**config.mk**
```make
export PLATFORM = sky130hd
export DESIGN_NAME = dmach_seq
export DESIGN_NICKNAME = d
export VERILOG_FILES = /design/src/rtl/dmach_pkg.sv /design/src/rtl/dmach_addr_ctr.sv /design/src/rtl/dmach_len_ctr.sv /design/src/rtl/dmach_seq.sv
export SDC_FILE = /design/constraint.sdc
export NUM_CORES = 1
export LEC_CHECK = 0
export ABC_AREA = 1
export ABC_CLOCK_PERIOD_IN_PS = 3000
export CORE_ASPECT_RATIO = 0.9
export CORE_MARGIN = 5
export CORE_UTILIZATION = 59
export DETAILED_ROUTE_END_ITERATION = 6
export PLACE_DENSITY_LB_ADDON = 0.2
export SLEW_MARGIN = 20
export SYNTH_ARGS = -nofsm -noshare
export SYNTH_HDL_FRONTEND = slang
export SYNTH_HIERARCHICAL = 1
export SYNTH_SLANG_ARGS = --single-unit
```
**constraint.sdc**
```tcl
create_clock -name clk -period 3 [get_ports clk]
set_input_delay 0.6 -clock clk [delete_from_list [all_inputs] [get_ports clk]]
set_output_delay 0.6 -clock clk [all_outputs]
set_load 0.02 [all_outputs]
```
**src/rtl/dmach_pkg.sv**
```systemverilog
package dmach_pkg;

  localparam int ADDR_W = 24;
  localparam int LEN_W  = 16;
  localparam int DATA_W = 32;
  localparam int IDX_W  = 3;

  // register indices; software decodes these
  localparam logic [IDX_W-1:0] RI_CTRL = 3'd0;
  localparam logic [IDX_W-1:0] RI_STAT = 3'd1;
  localparam logic [IDX_W-1:0] RI_ACNT = 3'd2;
  localparam logic [IDX_W-1:0] RI_ARLD = 3'd3;
  localparam logic [IDX_W-1:0] RI_BCNT = 3'd4;
  localparam logic [IDX_W-1:0] RI_BRLD = 3'd5;
  localparam logic [IDX_W-1:0] RI_LCNT = 3'd6;
  localparam logic [IDX_W-1:0] RI_LRLD = 3'd7;

  // step modes
  localparam logic [1:0] STEP_ADD = 2'b00;
  localparam logic [1:0] STEP_SUB = 2'b01;

  // control word, bit 15 down to bit 0
  typedef struct packed {
    logic       rsvd;
    logic [1:0] b_mode;
    logic       b_en;
    logic [1:0] a_mode;
    logic       a_en;
    logic       sw_req;
    logic       bus_pol;
    logic       one_txn;
    logic       dir;
    logic       indirect;
    logic       wide;
    logic       ovr_ie;
    logic       tc_ie;
    logic       run;
  } ctrl_t;

endpackage

```
**src/rtl/dmach_addr_ctr.sv**
```systemverilog
module dmach_addr_ctr #(
  parameter int ADDR_W = 24
) (
  input  logic              clk,
  input  logic              rst,
  input  logic              wr_cnt,
  input  logic              wr_rld,
  input  logic [ADDR_W-1:0] wdata,
  input  logic              load,
  input  logic              step,
  input  logic [1:0]        mode,
  input  logic [1:0]        size,
  output logic [ADDR_W-1:0] cnt,
  output logic [ADDR_W-1:0] rld
);
  import dmach_pkg::*;

  logic [ADDR_W-1:0] stride;
  logic [ADDR_W-1:0] stepped;

  assign stride = ADDR_W'(size);

  always_comb begin
    unique case (mode)
      STEP_ADD: stepped = cnt + stride;
      STEP_SUB: stepped = cnt - stride;
      default:  stepped = cnt;
    endcase
  end

  always_ff @(posedge clk) begin
    if (rst) begin
      cnt <= '0;
      rld <= '0;
    end else begin
      if (wr_rld) rld <= wdata;
      if (wr_cnt)      cnt <= wdata;
      else if (load)   cnt <= rld;
      else if (step)   cnt <= stepped;
    end
  end

endmodule

```
**src/rtl/dmach_len_ctr.sv**
```systemverilog
module dmach_len_ctr #(
  parameter int LEN_W = 16
) (
  input  logic             clk,
  input  logic             rst,
  input  logic             wr_cnt,
  input  logic             wr_rld,
  input  logic [LEN_W-1:0] wdata,
  input  logic             load,
  input  logic             dec,
  output logic [LEN_W-1:0] cnt,
  output logic [LEN_W-1:0] rld,
  output logic             last
);
  localparam logic [LEN_W-1:0] ONE = LEN_W'(1);

  // a zero length means the largest count
  function automatic logic [LEN_W-1:0] fix_len(input logic [LEN_W-1:0] v);
    return (v == '0) ? '1 : v;
  endfunction

  assign last = (cnt == ONE);

  always_ff @(posedge clk) begin
    if (rst) begin
      cnt <= '0;
      rld <= '0;
    end else begin
      if (wr_rld) rld <= fix_len(wdata);
      if (wr_cnt)      cnt <= fix_len(wdata);
      else if (load)   cnt <= rld;
      else if (dec)    cnt <= cnt - ONE;
    end
  end

endmodule

```
**src/rtl/dmach_seq.sv**
```systemverilog
module dmach_seq
  import dmach_pkg::*;
(
  input  logic              clk,
  input  logic              rst,
  input  logic              reg_wr,
  input  logic [IDX_W-1:0]  reg_addr,
  input  logic [DATA_W-1:0] reg_wdata,
  output logic [DATA_W-1:0] reg_rdata,
  input  logic              xfer_done,
  output logic [ADDR_W-1:0] src_addr,
  output logic [ADDR_W-1:0] dst_addr,
  output logic [1:0]        xfer_bytes,
  output logic              blk_done,
  output logic              clk_req
);

  localparam int NCTR = 2;

  ctrl_t ctrl, ctrl_nxt;
  logic  vld;

  logic ctrl_wr, start, step, last_evt, chain, len_wr, ind_eff;
  logic len_last;
  logic [LEN_W-1:0] len_cnt, len_rld;

  logic [ADDR_W-1:0] a_cnt [NCTR];
  logic [ADDR_W-1:0] a_rld [NCTR];
  logic [NCTR-1:0]   c_wr, r_wr, c_ld, c_st;
  logic [1:0]        c_mode [NCTR];
  logic [ADDR_W-1:0] b_cnt;

  assign ctrl_wr  = reg_wr && (reg_addr == RI_CTRL);
  assign start    = ctrl_wr && reg_wdata[0];
  assign ind_eff  = ctrl_wr ? reg_wdata[4] : ctrl.indirect;
  assign step     = xfer_done && ctrl.run && !start;
  assign last_evt = step && len_last;
  assign chain    = last_evt && vld;
  assign len_wr   = reg_wr && ((reg_addr == RI_LCNT) || (reg_addr == RI_LRLD));
  assign xfer_bytes = ctrl.wide ? 2'd2 : 2'd1;

  assign c_wr   = {reg_wr && (reg_addr == RI_BCNT), reg_wr && (reg_addr == RI_ACNT)};
  assign r_wr   = {reg_wr && (reg_addr == RI_BRLD), reg_wr && (reg_addr == RI_ARLD)};
  assign c_ld   = {(start || chain) && ind_eff, start || chain};
  assign c_st   = {step && ctrl.b_en && ctrl.indirect, step && ctrl.a_en};
  assign c_mode[0] = ctrl.a_mode;
  assign c_mode[1] = ctrl.b_mode;

  for (genvar g = 0; g < NCTR; g++) begin : g_actr
    dmach_addr_ctr #(.ADDR_W(ADDR_W)) u_actr (
      .clk    (clk),
      .rst    (rst),
      .wr_cnt (c_wr[g]),
      .wr_rld (r_wr[g]),
      .wdata  (reg_wdata[ADDR_W-1:0]),
      .load   (c_ld[g]),
      .step   (c_st[g]),
      .mode   (c_mode[g]),
      .size   (xfer_bytes),
      .cnt    (a_cnt[g]),
      .rld    (a_rld[g])
    );
  end

  assign b_cnt = a_cnt[1];

  dmach_len_ctr #(.LEN_W(LEN_W)) u_len (
    .clk    (clk),
    .rst    (rst),
    .wr_cnt (reg_wr && (reg_addr == RI_LCNT)),
    .wr_rld (reg_wr && (reg_addr == RI_LRLD)),
    .wdata  (reg_wdata[LEN_W-1:0]),
    .load   (start || chain),
    .dec    (step && !chain),
    .cnt    (len_cnt),
    .rld    (len_rld),
    .last   (len_last)
  );

  assign src_addr = ctrl.dir ? a_cnt[0] : a_cnt[1];
  assign dst_addr = ctrl.dir ? a_cnt[1] : a_cnt[0];

  always_comb begin
    ctrl_nxt = ctrl;
    if (ctrl_wr) begin
      ctrl_nxt = ctrl_t'({1'b0, reg_wdata[14:0]});
    end else if (last_evt && !vld) begin
      ctrl_nxt.run = 1'b0;
    end
  end

  always_ff @(posedge clk) begin
    if (rst) begin
      ctrl     <= '0;
      vld      <= 1'b0;
      blk_done <= 1'b0;
      clk_req  <= 1'b0;
    end else begin
      ctrl     <= ctrl_nxt;
      blk_done <= last_evt;
      clk_req  <= ctrl_nxt.run;
      if (reg_wr && (reg_addr == RI_LRLD)) vld <= 1'b1;
      else if (start || chain)             vld <= 1'b0;
    end
  end

  always_ff @(posedge clk) begin
    if (rst) begin
      reg_rdata <= '0;
    end else begin
      unique case (reg_addr)
        RI_CTRL: reg_rdata <= DATA_W'(ctrl);
        RI_STAT: reg_rdata <= DATA_W'(vld);
        RI_ACNT: reg_rdata <= DATA_W'(a_cnt[0]);
        RI_ARLD: reg_rdata <= DATA_W'(a_rld[0]);
        RI_BCNT: reg_rdata <= DATA_W'(a_cnt[1]);
        RI_BRLD: reg_rdata <= DATA_W'(a_rld[1]);
        RI_LCNT: reg_rdata <= DATA_W'(len_cnt);
        default: reg_rdata <= DATA_W'(len_rld);
      endcase
    end
  end

endmodule

```
Word level (Yosys, flattened, before mapping) --
Index checks and enable logic that the tools add are counted.
Operators by class: reduce and logical (&&, ||, !) cells 35, $add $sub $neg 5, mux-type cells 21, equal/unequal tests 10
Operators with widths (number):
- $mux W24 | 8
- $pmux W24 S7 | 1
- $pmux W24 S2 | 2
- $mux W16 | 4
- $add A24 B2 Y24 | 2
- $sub A24 B2 Y24 | 2
- $logic_and A1 B1 Y1 | 18
- $eq A16 B1 Y1 const B | 1
- $logic_not A16 Y1 | 1
- $sub A16 B1 Y16 const B | 1
- $eq A3 B3 Y1 const B | 4
- $reduce_bool A3 Y1 | 3
- $reduce_bool A4 Y1 | 2
- $eq A3 B2 Y1 const B | 2
- $mux W1 | 5
- $eq A2 B1 Y1 const B | 2
- $logic_not A2 Y1 | 2
- $reduce_and A2 Y1 | 2
- $reduce_bool A2 Y1 | 2
- $eq A3 B1 Y1 const B | 1
- $logic_not A1 Y1 | 3
- $logic_not A3 Y1 | 1
- $mux W2 | 1
- $logic_or A1 B1 Y1 | 1
Word-level totals: flip-flop bits (word level) 177, output and inout port bits 84, word-level logic and storage cells 93, input bits 39

Longest topological paths before layout --
depth after elaboration 12, mapped depth 19

Modules after synthesis --
Netlist, hierarchy kept.
By module, submodules not included:
- dmach_addr_ctr at g_actr[0].u_actr | area an instance 4005.1 um^2, cells each 657, sequential area each 960.9 um^2, times used 1
- dmach_addr_ctr at g_actr[1].u_actr | area an instance 3906.2 um^2, cells each 658, sequential area each 960.9 um^2, times used 1
- dmach_seq | area an instance 3064.2 um^2, cells each 523, sequential area each 820.8 um^2, times used 1
- dmach_len_ctr | area an instance 2129.5 um^2, cells each 351, sequential area each 640.6 um^2, times used 1

Least setup slack after synthesis --
Ideal clock, no wire load.
path kind reg2reg, from reg ctrl[3] (netlist name), to reg g_actr[1].u_actr.cnt[16], data arrival time 2661 ps, slack 211 ps, setup time 128 ps, clock period less this slack 2789 ps, stages on the path, launching flop included 17, path through dfxtp_1 inv_1 inv_1 ha_1 inv_1 nand2_1 ha_1 nand2_1 inv_1 a21oi_1 nor2_1 nor2_1 nand2_1 nand2_1 nand3_1 a21oi_1 nor2_1
Between the ends: word-level cells in the longest chain between the ends 6, elaborated cells between the ends (all ways) 7, those cells by class 2 x add/sub; 5 x mux
RTL lines:
- start: declaration | RTL line dmach_seq.sv:20 | ctrl_t ctrl, ctrl_nxt;
- start signal: assignment | RTL line dmach_seq.sv:99 | ctrl <= ctrl_nxt;
- $mux W2 * | RTL line dmach_seq.sv:40 | assign xfer_bytes = ctrl.wide ? 2'd2 : 2'd1;
- net xfer_bytes[0] | RTL line dmach_seq.sv:13 | output logic [1:0] xfer_bytes,
- $sub A24 B2 Y24 / $add A24 B2 Y24 (equally long branches) | RTL line dmach_addr_ctr.sv:26, dmach_addr_ctr.sv:25
- $pmux W24 S2 * | RTL line dmach_addr_ctr.sv:24 | unique case (mode)
- $mux W24 * | RTL line dmach_addr_ctr.sv:39 | else if (step) cnt <= stepped;
- $mux W24 * | RTL line dmach_addr_ctr.sv:38 | else if (load) cnt <= rld;
- $mux W24 * | RTL line dmach_addr_ctr.sv:37 | if (wr_cnt) cnt <= wdata;
- end signal: assignment | RTL line dmach_addr_ctr.sv:37
- end signal: assignment | RTL line dmach_addr_ctr.sv:38
- end signal: assignment | RTL line dmach_addr_ctr.sv:39
- end: declaration | RTL line dmach_addr_ctr.sv:13 | output logic [ADDR_W-1:0] cnt,
The timed path passes the listed nets; every way through them passes the cells marked *. The select of a mux whose other input is x is not followed. A chain may end at the register's enable or synchronous reset.

Worst setup path in the final report --
from reg ctrl[3] (netlist name), to reg g_actr[0].u_actr.cnt[12]
Between the ends: word-level cells in the longest chain between the ends 6, elaborated cells between the ends (all ways) 7, those cells by class 2 x add/sub; 5 x mux
RTL lines (RTL line):
- $mux W2 * | dmach_seq.sv:40
- $sub A24 B2 Y24 / $add A24 B2 Y24 (equally long branches) | dmach_addr_ctr.sv:26, dmach_addr_ctr.sv:25
- $pmux W24 S2 * | dmach_addr_ctr.sv:24
- $mux W24 * | dmach_addr_ctr.sv:39
- $mux W24 * | dmach_addr_ctr.sv:38
- $mux W24 * | dmach_addr_ctr.sv:37
- end signal: assignment | dmach_addr_ctr.sv:37
- end signal: assignment | dmach_addr_ctr.sv:38
- end signal: assignment | dmach_addr_ctr.sv:39
- end: declaration | dmach_addr_ctr.sv:13
Every way passes the cells marked *; elsewhere a longest branch is shown, timed or not. The select of a mux whose other input is x is not followed.

==> reports/summary.txt <==
power density over the cells: 376 nW/um^2
Cell Area, Placed: 14600 um^2
Syn Inst Count: 2189
# diodes: 0
worst-path fanout max: 4
Clock Skews: 0.0145 ns
multi-input logic area: 7770 um^2
cell row count: 51
Worst Hold Path Cells: 2
Final Max Tran Viols: 0
die width: 167 um
Final Cell Area: 15200 um^2
I/O Pins: 123
post-synthesis average cell area: 5.99 um^2
Lkg Pwr: 7.16 nW
all-layer global routing usage: 0.351
status: finished, final reports clean
top_reg_cell synth: dfxtp_1
RSZ-0062 raised after global routing: no
largest net degree at the start of global routing: 141
layer with the highest usage: met2
die height: 151 um
filler instances: 1930
number of H-tree levels: 4
CTS tree: done
antenna violations before repair: 1
Post-Synthesis Cell Area: 13100 um^2
die area: 25300 um^2
dpl ws: -0.0715 ns
setup slack after layout: 0.125 ns
fin util: 0.700
GP Congestion: 1.08
Post-route DRC: 0
Antenna Violating Nets Remaining: 0
first-pass GRT wire length: 70800 um
total power: 5.73 mW
count of final hold-check violations: 0
Final Cycle Share: 0.958
Tightest Pin Transition: 0.894 ns
GR Util met2: 0.530
FF+latch area: 3380 um^2
PortBufs: 106
HP Class: reg -> reg
Area contributors post-synth: dfxtp_1, nand2_1, inv_1, nor2_1, a21oi_1
Routed WL per cell: 17.7 um
via count: 15000
Worst Reg-to-Reg Cells: 14
1st-pass router iterations: 7
Distinct cells, synth: 54
Yosys warning total: 6
Num CTS Buffers: 17
max-cap viol count: 0
GRT overflow: 0
clk root buf: clkbuf_16
Fmax: 0.348 GHz
Setup CP Type: reg -> reg
Period minus WS final: 2.88 ns
Layout Nets: 2395
met3 Use GR: 0.0809
deepest clock path buffer count: 2
Critical Path Start Type: flop
Post-synth ARST share: 0
WP data required: 3.29 ns
vias in the first global route: 13200
share of layout cells above drive strength 1: 0.0839
Crit. End Element: flop
post-CTS setup buffers: 0
#FFs+latches synth: 169
post-synth top area share: 0.258
# clock sinks: 169
relative slew slack: 0.403
CP arrival: 3.17 ns
initial core utilization: 0.602
Core Area: 21800 um^2
EDFF count, synth: 0
Max IR drop VDD: 0.307 mV
HPWL Detailed: 35200 um
Initial DRC Count: 2291
Clock transition at path regs: 0.08 ns
met1 Resource Use GR: 0.484
Syn-to-layout area delta: 16.2%
area leader, netlist: dfxtp_1
Setup violations, final: 0
sequential-to-total area share from yosys stat: 0.258
Vias/cell: 5.78
Clock Latency Late Sink: 0.44 ns
DRT Wirelength: 46000 um
## metal layers
metal	wire length (um)	share of wire
met1	18300	0.40
met2	19300	0.42
met3	6150	0.13
met4	2230	0.049
met5	9	0.00020
## cells by family after synthesis
family                   synth area share
AND/OR/NAND/NOR                     0.330
XOR/XNOR                           0.0107
adder cells (fa/ha/maj)            0.0565
flip-flops                          0.258
AO/OA/AOI/OAI                       0.192
other                            0.000286
buffers and inverters               0.152
## registers in the layout, summed over array words and instances (netlist names)
signal             cells
c_mode                 4
blk_done               1
u_len/cnt             16
vld                    1
g_actr.u_actr/rld     48
u_len/rld             16
g_actr.u_actr/cnt     48
reg_rdata             24
clk_req                1
ctrl                  10
## critical path: stages (launching register included)
cell     delay [ns]
dfxtp_1        0.34
inv_1          0.16
inv_1          0.09
ha_1           0.29
a21oi_1        0.40
fa_1           0.37
nand3_1        0.11
nand3_1        0.17
nand3_1        0.10
nand2_1        0.13
nand2_1        0.08
nand3_1        0.07
nand3_1        0.16
a21oi_1        0.20
nor2_1         0.06
## metrics by stage
stage	std cells	setup TNS [ns]	hold WS, ns
final	2602	0	0.462
after global routing	2602	0	0.473
after CTS	2602	0	0.457
after detailed placement	2570	-0.948	0.447
after global placement	2570	0	0.440
after floorplan	2196	0	0.430
## synthesized netlist by cell type (4+ instances only)
library cell,instances
o22ai_1,21
nor3_1,4
clkbuf_1,42
a21o_1,4
o2bb2ai_1,8
a211oi_1,15
a31oi_1,8
and3_1,5
clkbuf_8,5
nand2_2,23
o21ai_0,116
nor2_1,249
o21ai_1,10
nor2_4,7
buf_4,20
inv_2,10
a22o_1,32
buf_2,18
o211ai_1,13
buf_1,4
xnor2_1,8
nand3_1,95
nor2_2,18
dfxtp_1,169
buf_6,6
xor2_1,8
a21oi_1,172
a21oi_2,16
nand4_1,20
inv_1,372
nor3b_1,7
ha_1,56
nand2_1,598
## worst paths after layout
kind	from	slack, ns	end
worst max-delay path	ctrl[3]$_SDFFE_PP0N_	0.12	g_actr[0].u_actr/cnt[12]$_SDFFE_PP0P_
worst min-delay path	ctrl[6]$_SDFFE_PP0N_	0.46	ctrl[6]$_SDFFE_PP0N_
worst max register to register	ctrl[3]$_SDFFE_PP0N_	0.12	g_actr[0].u_actr/cnt[12]$_SDFFE_PP0P_
worst min register to register	ctrl[6]$_SDFFE_PP0N_	0.46	ctrl[6]$_SDFFE_PP0N_
## layout by cell type, fill, tap and decap left out, types with 8 or more instances in the layout
cell type / n
o21ai_0: 116
nor2_1: 248
a21oi_1: 172
xor2_1: 8
xnor2_1: 8
o2bb2ai_1: 8
o211ai_1: 13
a31oi_1: 8
nand4_1: 20
conb_1: 8
o21ai_1: 9
nand2_2: 23
a211oi_1: 15
nor2_2: 19
inv_2: 10
a21oi_2: 16
o22ai_1: 21
clkbuf_16: 17
a22o_1: 32
nand2_1: 598
ha_1: 56
inv_1: 372
dfxtp_1: 168
clkdlybuf4s50_1: 105
buf_4: 68
nand3_1: 95
## report_power, final
part | switching (mW) | internal (mW)
clock | 1.06 | 1.19
combinational | 0.710 | 0.381
sequential | 0.0742 | 2.31
total | 1.85 | 3.88
## area by class of cell
cell class / instances / area share
timing repair buffer: 179 / 0.110
multi-input combinational: 1548 / 0.510
inverter: 383 / 0.0945
tap: 291 / 0.0239
sequential: 169 / 0.222
clock buffer: 17 / 0.0279
clock inverter: 15 / 0.0115
## repair_timing
action                                  CTS  global route
hold buffers                              0             0
endpoints found under the setup margin    0             8
resized for setup                         0             4
No activity file was read; power rests on OpenSTA's default activity.
